<file path="src/rtl/cam_pkg.sv">
package cam_pkg;

   // Bits needed to name one of n items, never less than one.
   function automatic int unsigned idx_bits(input int unsigned n);
      return (n > 1) ? $clog2(n) : 1;
   endfunction

endpackage

</file>
<file path="src/rtl/cam_first_set.sv">
// Lowest-index set bit finder, shared by slot allocation and result encoding.
module cam_first_set #(
   parameter int unsigned N   = 16,
   parameter int unsigned IDX = cam_pkg::idx_bits(N)
) (
   input  logic [N-1:0]   vec,
   output logic           any,
   output logic [IDX-1:0] pos
);
   logic [N-1:0] below;   // some lower bit is set
   logic [N-1:0] first;   // one-hot lowest set bit

   assign below[0] = 1'b0;
   genvar gi;
   generate
      for (gi = 1; gi < N; gi++) begin : g_chain
         assign below[gi] = below[gi-1] | vec[gi-1];
      end
   endgenerate

   assign first = vec & ~below;
   assign any   = |vec;

   always_comb begin
      pos = '0;
      for (int i = 0; i < N; i++) begin
         if (first[i]) pos = pos | IDX'(i);
      end
   end

   always_comb begin
      assert ($onehot0(first))
         else $error("p_first_onehot_r7 violated");
   end
endmodule

</file>
<file path="src/rtl/cam_array.sv">
// Entry storage with occupancy bits and a fully parallel masked compare.
module cam_array #(
   parameter int unsigned ENTRIES = 16,
   parameter int unsigned WIDTH   = 8,
   parameter int unsigned IDX     = cam_pkg::idx_bits(ENTRIES)
) (
   input  logic               clk,
   input  logic               rst_n,
   input  logic               wr_en,
   input  logic [IDX-1:0]     wr_slot,
   input  logic [WIDTH-1:0]   wr_word,
   input  logic               clr_en,
   input  logic [IDX-1:0]     clr_slot,
   input  logic [WIDTH-1:0]   arg,
   input  logic [WIDTH-1:0]   mask,
   output logic [ENTRIES-1:0] occupied,
   output logic [ENTRIES-1:0] hits
);
   genvar gi;
   generate
      for (gi = 0; gi < ENTRIES; gi++) begin : g_entry
         logic [WIDTH-1:0] word_q;
         logic             occ_q;

         always_ff @(posedge clk or negedge rst_n) begin
            if (!rst_n) begin
               occ_q  <= 1'b0;
               word_q <= '0;
            end else begin
               if (clr_en && clr_slot == IDX'(gi)) occ_q <= 1'b0;
               if (wr_en && wr_slot == IDX'(gi)) begin
                  occ_q  <= 1'b1;
                  word_q <= wr_word;
               end
            end
         end

         assign occupied[gi] = occ_q;
         assign hits[gi]     = occ_q && (((word_q ^ arg) & mask) == '0);
      end
   endgenerate

   p_wr_sets_occ_r2: assert property (@(posedge clk) disable iff (!rst_n)
      wr_en |=> occupied[$past(wr_slot)]);

   p_clr_frees_r9: assert property (@(posedge clk) disable iff (!rst_n)
      (clr_en && !(wr_en && wr_slot == clr_slot)) |=> !occupied[$past(clr_slot)]);
endmodule

</file>
<file path="src/rtl/masked_cam.sv">
module masked_cam #(
   parameter int unsigned ENTRIES = 16,
   parameter int unsigned WIDTH   = 8,
   localparam int unsigned IDX_W  = cam_pkg::idx_bits(ENTRIES)
) (
   input  logic               clk,
   input  logic               rst_n,
   input  logic               find_req,
   input  logic [WIDTH-1:0]   find_arg,
   input  logic [WIDTH-1:0]   find_mask,
   output logic               res_valid,
   output logic [ENTRIES-1:0] res_match,
   output logic               res_hit,
   output logic [IDX_W-1:0]   res_index,
   input  logic               put_req,
   input  logic [WIDTH-1:0]   put_data,
   output logic               put_done,
   output logic [IDX_W-1:0]   put_slot,
   output logic               full,
   input  logic               drop_req,
   input  logic [IDX_W-1:0]   drop_index
);
   localparam logic [ENTRIES-1:0] ONE = 1;

   generate
      if (ENTRIES < 2) begin : g_bad_entries
         $error("masked_cam: ENTRIES must be at least 2");
      end
      if (WIDTH < 1) begin : g_bad_width
         $error("masked_cam: WIDTH must be at least 1");
      end
   endgenerate

   logic [ENTRIES-1:0] occupied, hits;
   logic               free_any, hit_any, accept;
   logic [IDX_W-1:0]   free_pos, hit_pos;

   cam_first_set #(.N(ENTRIES), .IDX(IDX_W)) u_alloc (
      .vec(~occupied), .any(free_any), .pos(free_pos));

   cam_first_set #(.N(ENTRIES), .IDX(IDX_W)) u_resolve (
      .vec(hits), .any(hit_any), .pos(hit_pos));

   assign full   = ~free_any;
   assign accept = put_req & free_any;

   cam_array #(.ENTRIES(ENTRIES), .WIDTH(WIDTH), .IDX(IDX_W)) u_array (
      .clk(clk), .rst_n(rst_n),
      .wr_en(accept), .wr_slot(free_pos), .wr_word(put_data),
      .clr_en(drop_req), .clr_slot(drop_index),
      .arg(find_arg), .mask(find_mask),
      .occupied(occupied), .hits(hits));

   always_ff @(posedge clk or negedge rst_n) begin
      if (!rst_n) begin
         res_valid <= 1'b0;
         res_match <= '0;
         res_hit   <= 1'b0;
         res_index <= '0;
         put_done  <= 1'b0;
         put_slot  <= '0;
      end else begin
         res_valid <= find_req;
         if (find_req) begin
            res_match <= hits;
            res_hit   <= hit_any;
            res_index <= hit_any ? hit_pos : '0;
         end
         put_done <= accept;
         if (accept) put_slot <= free_pos;
      end
   end

   p_result_pulse_r3: assert property (@(posedge clk) disable iff (!rst_n)
      find_req |=> res_valid);
   p_no_spurious_result_r3: assert property (@(posedge clk) disable iff (!rst_n)
      !find_req |=> !res_valid);
   p_hit_flag_r7: assert property (@(posedge clk) disable iff (!rst_n)
      res_valid |-> (res_hit == (res_match != '0)));
   p_index_lowest_r7: assert property (@(posedge clk) disable iff (!rst_n)
      res_hit |-> (res_match[res_index] && ((res_match & ((ONE << res_index) - ONE)) == '0)));
   p_match_occupied_r6: assert property (@(posedge clk) disable iff (!rst_n)
      find_req |=> ((res_match & ~$past(occupied)) == '0));
   p_full_rejects_r8: assert property (@(posedge clk) disable iff (!rst_n)
      (put_req && full) |=> !put_done);
endmodule

</file>
<file path="config.mk">
export PLATFORM = sky130hd
export DESIGN_NAME = masked_cam
export DESIGN_NICKNAME = d
export VERILOG_FILES = /design/src/rtl/cam_pkg.sv /design/src/rtl/cam_first_set.sv /design/src/rtl/cam_array.sv /design/src/rtl/masked_cam.sv
export SDC_FILE = /design/constraint.sdc
export NUM_CORES = 1
export LEC_CHECK = 0
export BUFFER_PORTS_ARGS = -buffer_cell sky130_fd_sc_hd__buf_4
export CAP_MARGIN = 10
export CORE_ASPECT_RATIO = 1.25
export CORE_MARGIN = 1
export CORE_UTILIZATION = 60
export DETAILED_ROUTE_END_ITERATION = 8
export HOLD_SLACK_MARGIN = 0.15
export PLACE_DENSITY = 0.87
export SYNTH_ARGS = -nofsm -noshare
export SYNTH_HDL_FRONTEND = slang
export SYNTH_SLANG_ARGS = --single-unit
</file>
<file path="constraint.sdc">
create_clock -name clk -period 6.1 [get_ports clk]
set_clock_uncertainty 0.15 [all_clocks]
set_input_delay 0.305 -clock clk [delete_from_list [all_inputs] [get_ports clk]]
set_output_delay 0.305 -clock clk [all_outputs]
set_load 0.05 [all_outputs]
</file>
==> qor.csv, run 1 <==
metric,value,unit
status,completed,
Max transition margin,36.8,%
initial core utilization,61.1,%
"Avg Cell Area, Syn",12.5,um2
CP peak stage delay,700,ps
Post-DRT Antenna Nets,0,
Pleak,4.94,nW
share of cells above drive strength 1,34.6,%
clock sink total,171,
Layout fillers,1068,
input/output buffers,60,
VDD IR-drop max,0.237,mV
min Tclk post-route,3090,ps
WHS Path Cells,4,
cell count after placement,926,
H-tree lvl count,4,
ANT cells,0,
Power Total,4.19,mW
setup TNS,0,ps
Area Overhead vs Synth,10.9,%
vias in the first global route,6748,
RR Endpoint,u_array.g_entry[10].word_q[1],
CTS max path bufs,2,
CP Launch Type,flip-flop,
crit-path leading delay family,compound AO/OA/AOI/OAI gates,
crit path max fanout,17,
Hold Path Sink,u_array.g_entry[2].occ_q,
worst slew pin tran,948,ps
Worst Hold Class,in2reg,
post-synthesis cell type count,65,
Root Buffer,clkbuf_16,
initial antenna violation count,0,
die area,15700,um2
met2 Usage GRT,54.5,%
Syn Nets,763,
WHS,160,ps
Cell Pwr Density,414,nW/um2
"area leader, netlist",dfrtp_1,
CP endpoint kind,flip-flop,
grt ovf,0,
hold path startpoint,drop_index[2],
gate count after technology mapping,730,
final core utilization,67.8,%
worst setup path category,reg2reg,
"Cell Area, Placed",9470,um2
total number of vias,6339,
wire length of the first global-routing pass,38.3,mm
r2r setup slk,3010,ps
HPWL Detailed,15.5,mm
gr usage total,32.9,%
crit path cell chain,inv_1 > o21ai_1 > a21boi_0 > o21ai_1 > nand2_1 > a311o_2 > nor3b_4 > mux2_2,
DRT iter0 DRCs,650,
Num CTS Buffers,17,
Max Cap Viol,0,
post-synthesis compound-gate area fraction,7.83,%
routed len/inst,25.6,um
Final Instance Area,10100,um2
post-synthesis sequential area ratio,46.8,%
largest net degree at the start of global routing,99,
"Slew Viols, Final",0,
core box area,15000,um2
gr busiest metal,met2,
GRT met1 Usage,42.0,%
worst skew pair latency,430,ps
"Data arrival, critical path",3250,ps
share of the synthesized area in the top cell type,46.8,%
Routability Congestion,0.925,
most common flop cell mapped by yosys,dfrtp_1,
post-synthesis xor/xnor area fraction,12.3,%
crit share post-route,50.7,%
Nets,803,
proportion of synthesized area in mux cells,17.9,%
Simple-Gate Fraction of Synth Area,11.1,%
CTS tree,built,
"FFs w/ async S/R, synth",100,%
met3 Use GR,6.84,%
RSZ-0062 raised after global routing,false,
worst r2r src,u_array.g_entry[9].occ_q,
final wirelength,24.6,mm
drt via density,6.58,
Worst Reg-to-Reg Cells,8,
# DRC,0,
Clock transition at path regs,60,ps
num ports,61,
Post-Syn Area,9140,um2
CP Data Required Time,6260,ps
Die X,112,um
fmax,324,MHz
Post-Synth Adder-Cell Area,0,%
Final Worst Setup Slack,3010,ps
number of synthesized register bits,171,
WP buf/inv,1,
pre-CTS setup slack,3140,ps
"Hold Vio Cnt, Final",0,
synth top area cells,"dfrtp_1, mux2_2, xor2_1, nand2_1, a22oi_1",
largest family of logic cells by synthesized area,multiplexers,
Core Rows,50,
Synthesis Warnings,0,
"most used cell, CP",o21ai_1,
Die Y-Extent,140,um
CP max stage cell,a311o_2,
final instance count without filler cells,963,
Detailed Routing Iterations Pass 1,8,
CTS resizes,0,
Post-synth EDFFs,0,
final setup vio count,0,
crit path launch,u_array.g_entry[9].occ_q,
-- placed cells by master (no fill, tap or decap), drive strengths merged, types with 4 or more instances in the layout --
cell	instances
clkinv	4
nand3	8
nand2b	7
nand2	47
and2b	5
buf	61
dlygate4sd3	7
dfrtp	171
clkbuf	22
inv	6
nor2	13
a22oi	21
nand4	16
xor2	128
nand3b	5
mux2	145
a221oi	6
o21ai	22
nor2b	6
and3	12
a21oi	4
nor3	8
a22o	6
nor4	5
a222oi	15
-- cells by family after synthesis --
| group | count (synthesis) |
|---|---|
| xor+xnor | 128 |
| buf+inv | 53 |
| compound gates | 93 |
| simple gates | 140 |
| flops | 171 |
| mux | 145 |
-- cells in the mapped netlist, types with 5 or more instances --
library cell and n:
buf_6 9, mux2_2 144, xor2_1 128, a221oi_1 6
nor3_4 7, o21ai_0 19, a22o_1 6, a22oi_1 21
buf_4 7, nor2b_1 6, nand2_1 46, nand4_1 13
a222oi_1 15, and3_1 7, nor2_1 12, inv_1 6
buf_2 5, nand2b_1 7, clkbuf_1 14, dfrtp_1 171
-- worst min-delay path, cell delays in order --
cell,delay [ps]
buf_4,100
or2_2,150
o21ai_0,80
nand2b_1,70
-- metal layers --
| metal | vias to the layer above | routed length [um] |
|---|---|---|
| li1 | 2698 | - |
| met1 | 3255 | 9680 |
| met2 | 320 | 12200 |
| met3 | 66 | 1940 |
| met4 | 0 | 857 |
| met5 | - | 0 |
-- flip-flops by register name, indices dropped and copies added, names as in the netlist --
signal	count
u_array.g_entry.word_q	128
u_array.g_entry.occ_q	16
res_hit	1
put_slot	4
res_valid	1
res_index	4
res_match	16
put_done	1
-- how the worst max path moves through the flow --
stage	slack, ps	end	depth (start not counted)
floorplan	3710	u_array.g_entry[10].word_q[0]	9
global placement	3140	u_array.g_entry[8].word_q[1]	6
detailed placement	3140	u_array.g_entry[0].word_q[5]	8
CTS	3070	u_array.g_entry[10].word_q[1]	8
global route	2940	u_array.g_entry[10].word_q[1]	8
finish	3010	u_array.g_entry[10].word_q[1]	8
-- final cells by class --
class                           instances  area, um2  share of cell area [%]
Clock buffer                           22        474                    4.68
Clock inverter                          8        118                    1.16
Inverter                                6       22.5                   0.222
Multi-Input combinational cell        506       4480                    44.2
Sequential cell                       171       4280                    42.2
Tap cell                              182        228                    2.25
Timing Repair Buffer                   68        532                    5.25
-- repair_timing --
item,in CTS,in global routing
buffers inserted,0,0
hold buffers,7,0
hold endpoints to repair,107,0
-- report_power, final --
group          internal [mW]  switching (mW)
Sequential              1.43           0.232
Combinational          0.615           0.811
Clock                  0.669           0.430
Total                   2.72            1.47
(Power assumes the default switching activity.)
==> run 2, diff against run 1 <==
--- a/config.mk
+++ b/config.mk
@@ -9,10 +9,10 @@
 export CAP_MARGIN = 10
 export CORE_ASPECT_RATIO = 1.25
 export CORE_MARGIN = 1
-export CORE_UTILIZATION = 60
+export CORE_UTILIZATION = 55
 export DETAILED_ROUTE_END_ITERATION = 8
 export HOLD_SLACK_MARGIN = 0.15
-export PLACE_DENSITY = 0.87
+export PLACE_DENSITY = 0.84
 export SYNTH_ARGS = -nofsm -noshare
 export SYNTH_HDL_FRONTEND = slang
 export SYNTH_SLANG_ARGS = --single-unit
==> constraint.sdc (replaced) <==
create_clock -name clk -period 2.7 [get_ports clk]
set_clock_uncertainty 0.15 [all_clocks]
set_input_delay 0.135 -clock clk [delete_from_list [all_inputs] [get_ports clk]]
set_output_delay 0.135 -clock clk [all_outputs]
set_load 0.05 [all_outputs]
==> run 2 against run 1 <==
Sequential share of layout area fell by 2.1 points. Non-clock buffer count grew 42. Global-route usage decreased by 2.4 points. Sequential power rose by 120%. Power up 140%. Final area grew 5.1%. Critical path depth increased by 2. Hold slack worse by 28 ps. Critical path type unchanged.
==> qor.csv, run 2 (same netlist as run 1, synthesis figures left out) <==
metric,value,unit,change
status,completed,,
Final Worst Setup Slack,89.9,ps,-2920 ps
final core utilization,65.8,%,-2.0 points
sw frac,35.5,%,+0.34 points
worst setup path category,reg2reg,,
RR Endpoint,u_array.g_entry[2].word_q[5],,
Layout fillers,1138,,+6.6%
core box area,16200,um2,+8.4%
sequential power share,37.5,%,-2.3 points
Worst Reg-to-Reg Cells,10,,+2
DRT iter0 DRCs,714,,+9.8%
share of cells above drive strength 1,36.7,%,+2.2 points
Met1 Wirelength,9.74,mm,+0.61%
H-tree lvl count,4,,unchanged
Gate power share,36.6,%,+2.6 points
VDD IR-drop max,0.571,mV,+140%
"Slew Viols, Final",0,,unchanged
die area,17100,um2,+8.9%
max layer used,met4,,
sw power,3.54,mW,+140%
worst r2r src,u_array.g_entry[10].occ_q,,
r2r setup slk,90,ps,-2920 ps
wire length on met3,1.77,mm,-8.5%
power share of the clock group,25.9,%,-0.3 points
"Cell Area, Placed",9810,um2,+3.5%
input/output buffers,60,,unchanged
Die X,117,um,+4.4%
Seq. cell area,4280,um2,unchanged
CP endpoint kind,flip-flop,,
vias in the first global route,6729,,-0.28%
multi-input logic area,4480,um2,unchanged
WL met2,12.1,mm,-0.87%
Core Rows,52,,+4.0%
Post-DRT Antenna Nets,0,,unchanged
min Tclk post-route,2610,ps,-481 ps
setup TNS,0,ps,unchanged
Max Cap Viol,0,,unchanged
"Most flops, register",u_array.g_entry.word_q,,
gr usage total,30.5,%,-2.4 points
initial core utilization,56.4,%,-4.7 points
num ports,61,,unchanged
CP Data Required Time,2860,ps,-3400 ps
Nets,845,,+5.2%
Routability Congestion,0.939,,+1.6%
final setup vio count,0,,unchanged
CP Launch Type,flip-flop,,
CTS tree,built,,
Max transition margin,51.2,%,+14 points
Die Y-Extent,146,um,+4.4%
Worst Hold Class,in2async,,
"Data arrival, critical path",2770,ps,-480 ps
"Hold Vio Cnt, Final",0,,unchanged
wire length of the first global-routing pass,38.2,mm,-0.34%
ANT cells,0,,unchanged
fmax,383,MHz,+18%
pre-CTS setup slack,73.8,ps,-3070 ps
clock sink total,171,,unchanged
Num CTS Buffers,17,,unchanged
Detailed Routing Iterations Pass 1,5,,-3
Cell Pwr Density,937,nW/um2,+130%
crit path max fanout,9,,-8
final wirelength,25.0,mm,+1.5%
internal power,6.44,mW,+140%
drt via density,6.27,,-4.7%
biggest regs,"u_array.g_entry.word_q x128, res_match x16, u_array.g_entry.occ_q x16",,
grt ovf,0,,unchanged
largest net degree at the start of global routing,74,,-25%
"commonest non-fill, non-tap cell in the layout",dfrtp_1,,
Root Buffer,clkbuf_16,,
"commonest non-fill, non-tap cells in the layout","dfrtp_1, mux2_2, xor2_1",,
HPWL Detailed,15.1,mm,-2.3%
total number of vias,6529,,+3.0%
# DRC,0,,unchanged
Area Overhead vs Synth,16.6,%,
worst slew pin tran,730,ps,-218 ps
worst skew pair latency,430,ps,about the same
Final Instance Area,10700,um2,+5.1%
max reg flops,128,,unchanged
routed len/inst,24.0,um,-6.1%
Pleak,5.17,nW,+4.8%
crit share post-route,96.7,%,+46 points
initial antenna violation count,0,,unchanged
Clock transition at path regs,70,ps,about the same
CTS max path bufs,2,,unchanged
run 2: worst max-delay path, stage by stage (launching register included):
cell and delay [ps]:
dfrtp_1 410, nor2b_1 150, o21ai_1 110, a21boi_0 100
o21ai_1 130, nand2_1 70, a311o_2 450, buf_12 180
nor3_4 170, buf_4 210, mux2_2 360
run 2: metal layers:
| metal | vias to the layer above | GRT usage (%) |
|---|---|---|
| met5 | - | 0 |
| met3 | 83 | 5.94 |
| met2 | 321 | 48.9 |
| met4 | 0 | 16.6 |
| met1 | 3333 | 38.6 |
| li1 | 2792 | - |
run 2: how the worst max path moves through the flow:
stage / depth (start not counted) / start / slack (ps) / endpoint
after floorplan: 9 / u_array.g_entry[10].occ_q / 310 / u_array.g_entry[10].word_q[0]
after global placement: 9 / u_array.g_entry[10].occ_q / 80 / u_array.g_entry[12].word_q[7]
after detailed placement: 9 / u_array.g_entry[10].occ_q / 70 / u_array.g_entry[12].word_q[1]
after CTS: 9 / u_array.g_entry[10].occ_q / 50 / u_array.g_entry[12].word_q[1]
after global routing: 10 / u_array.g_entry[10].occ_q / -10 / u_array.g_entry[2].word_q[5]
final: 10 / u_array.g_entry[10].occ_q / 90 / u_array.g_entry[2].word_q[5]
run 2: timing repair:
action                                  4_1_cts  5_1_grt
endpoints found under the hold margin       341        0
resized for setup                             0        0
hold buffers                                 20        0
buffers inserted                              0        2
endpoints found under the setup margin        0       52
run 2: layout make-up:
class,instances,area share (%)
multi-input combinational,506,42.1
tap,216,2.54
clock buffer,18,4.12
timing repair buffer,110,9.19
inverter,6,0.211
sequential,171,40.2
clock inverter,14,1.70
run 2: power by group through the flow:
stage / Combinational, mW / Sequential [mW] / Clock [mW]
after floorplan: 2.28 / 3.93 / 0
after global placement: 3.42 / 3.71 / 0
after global routing: 3.88 / 3.81 / 2.69
after detailed placement: 3.50 / 3.75 / 0
final: 3.66 / 3.74 / 2.59
after CTS: 3.60 / 3.72 / 2.61
run 2: per-stage QoR:
stage          hold WS (ps)  std cells  total power [mW]
5_1_grt                 194       1041              10.4
3_3_place_gp           46.2        987              7.14
4_1_cts                 166       1039              9.93
2_1_floorplan          -311        730              6.21
3_5_place_dp           48.6        987              7.25
6_report                131       1041              9.98
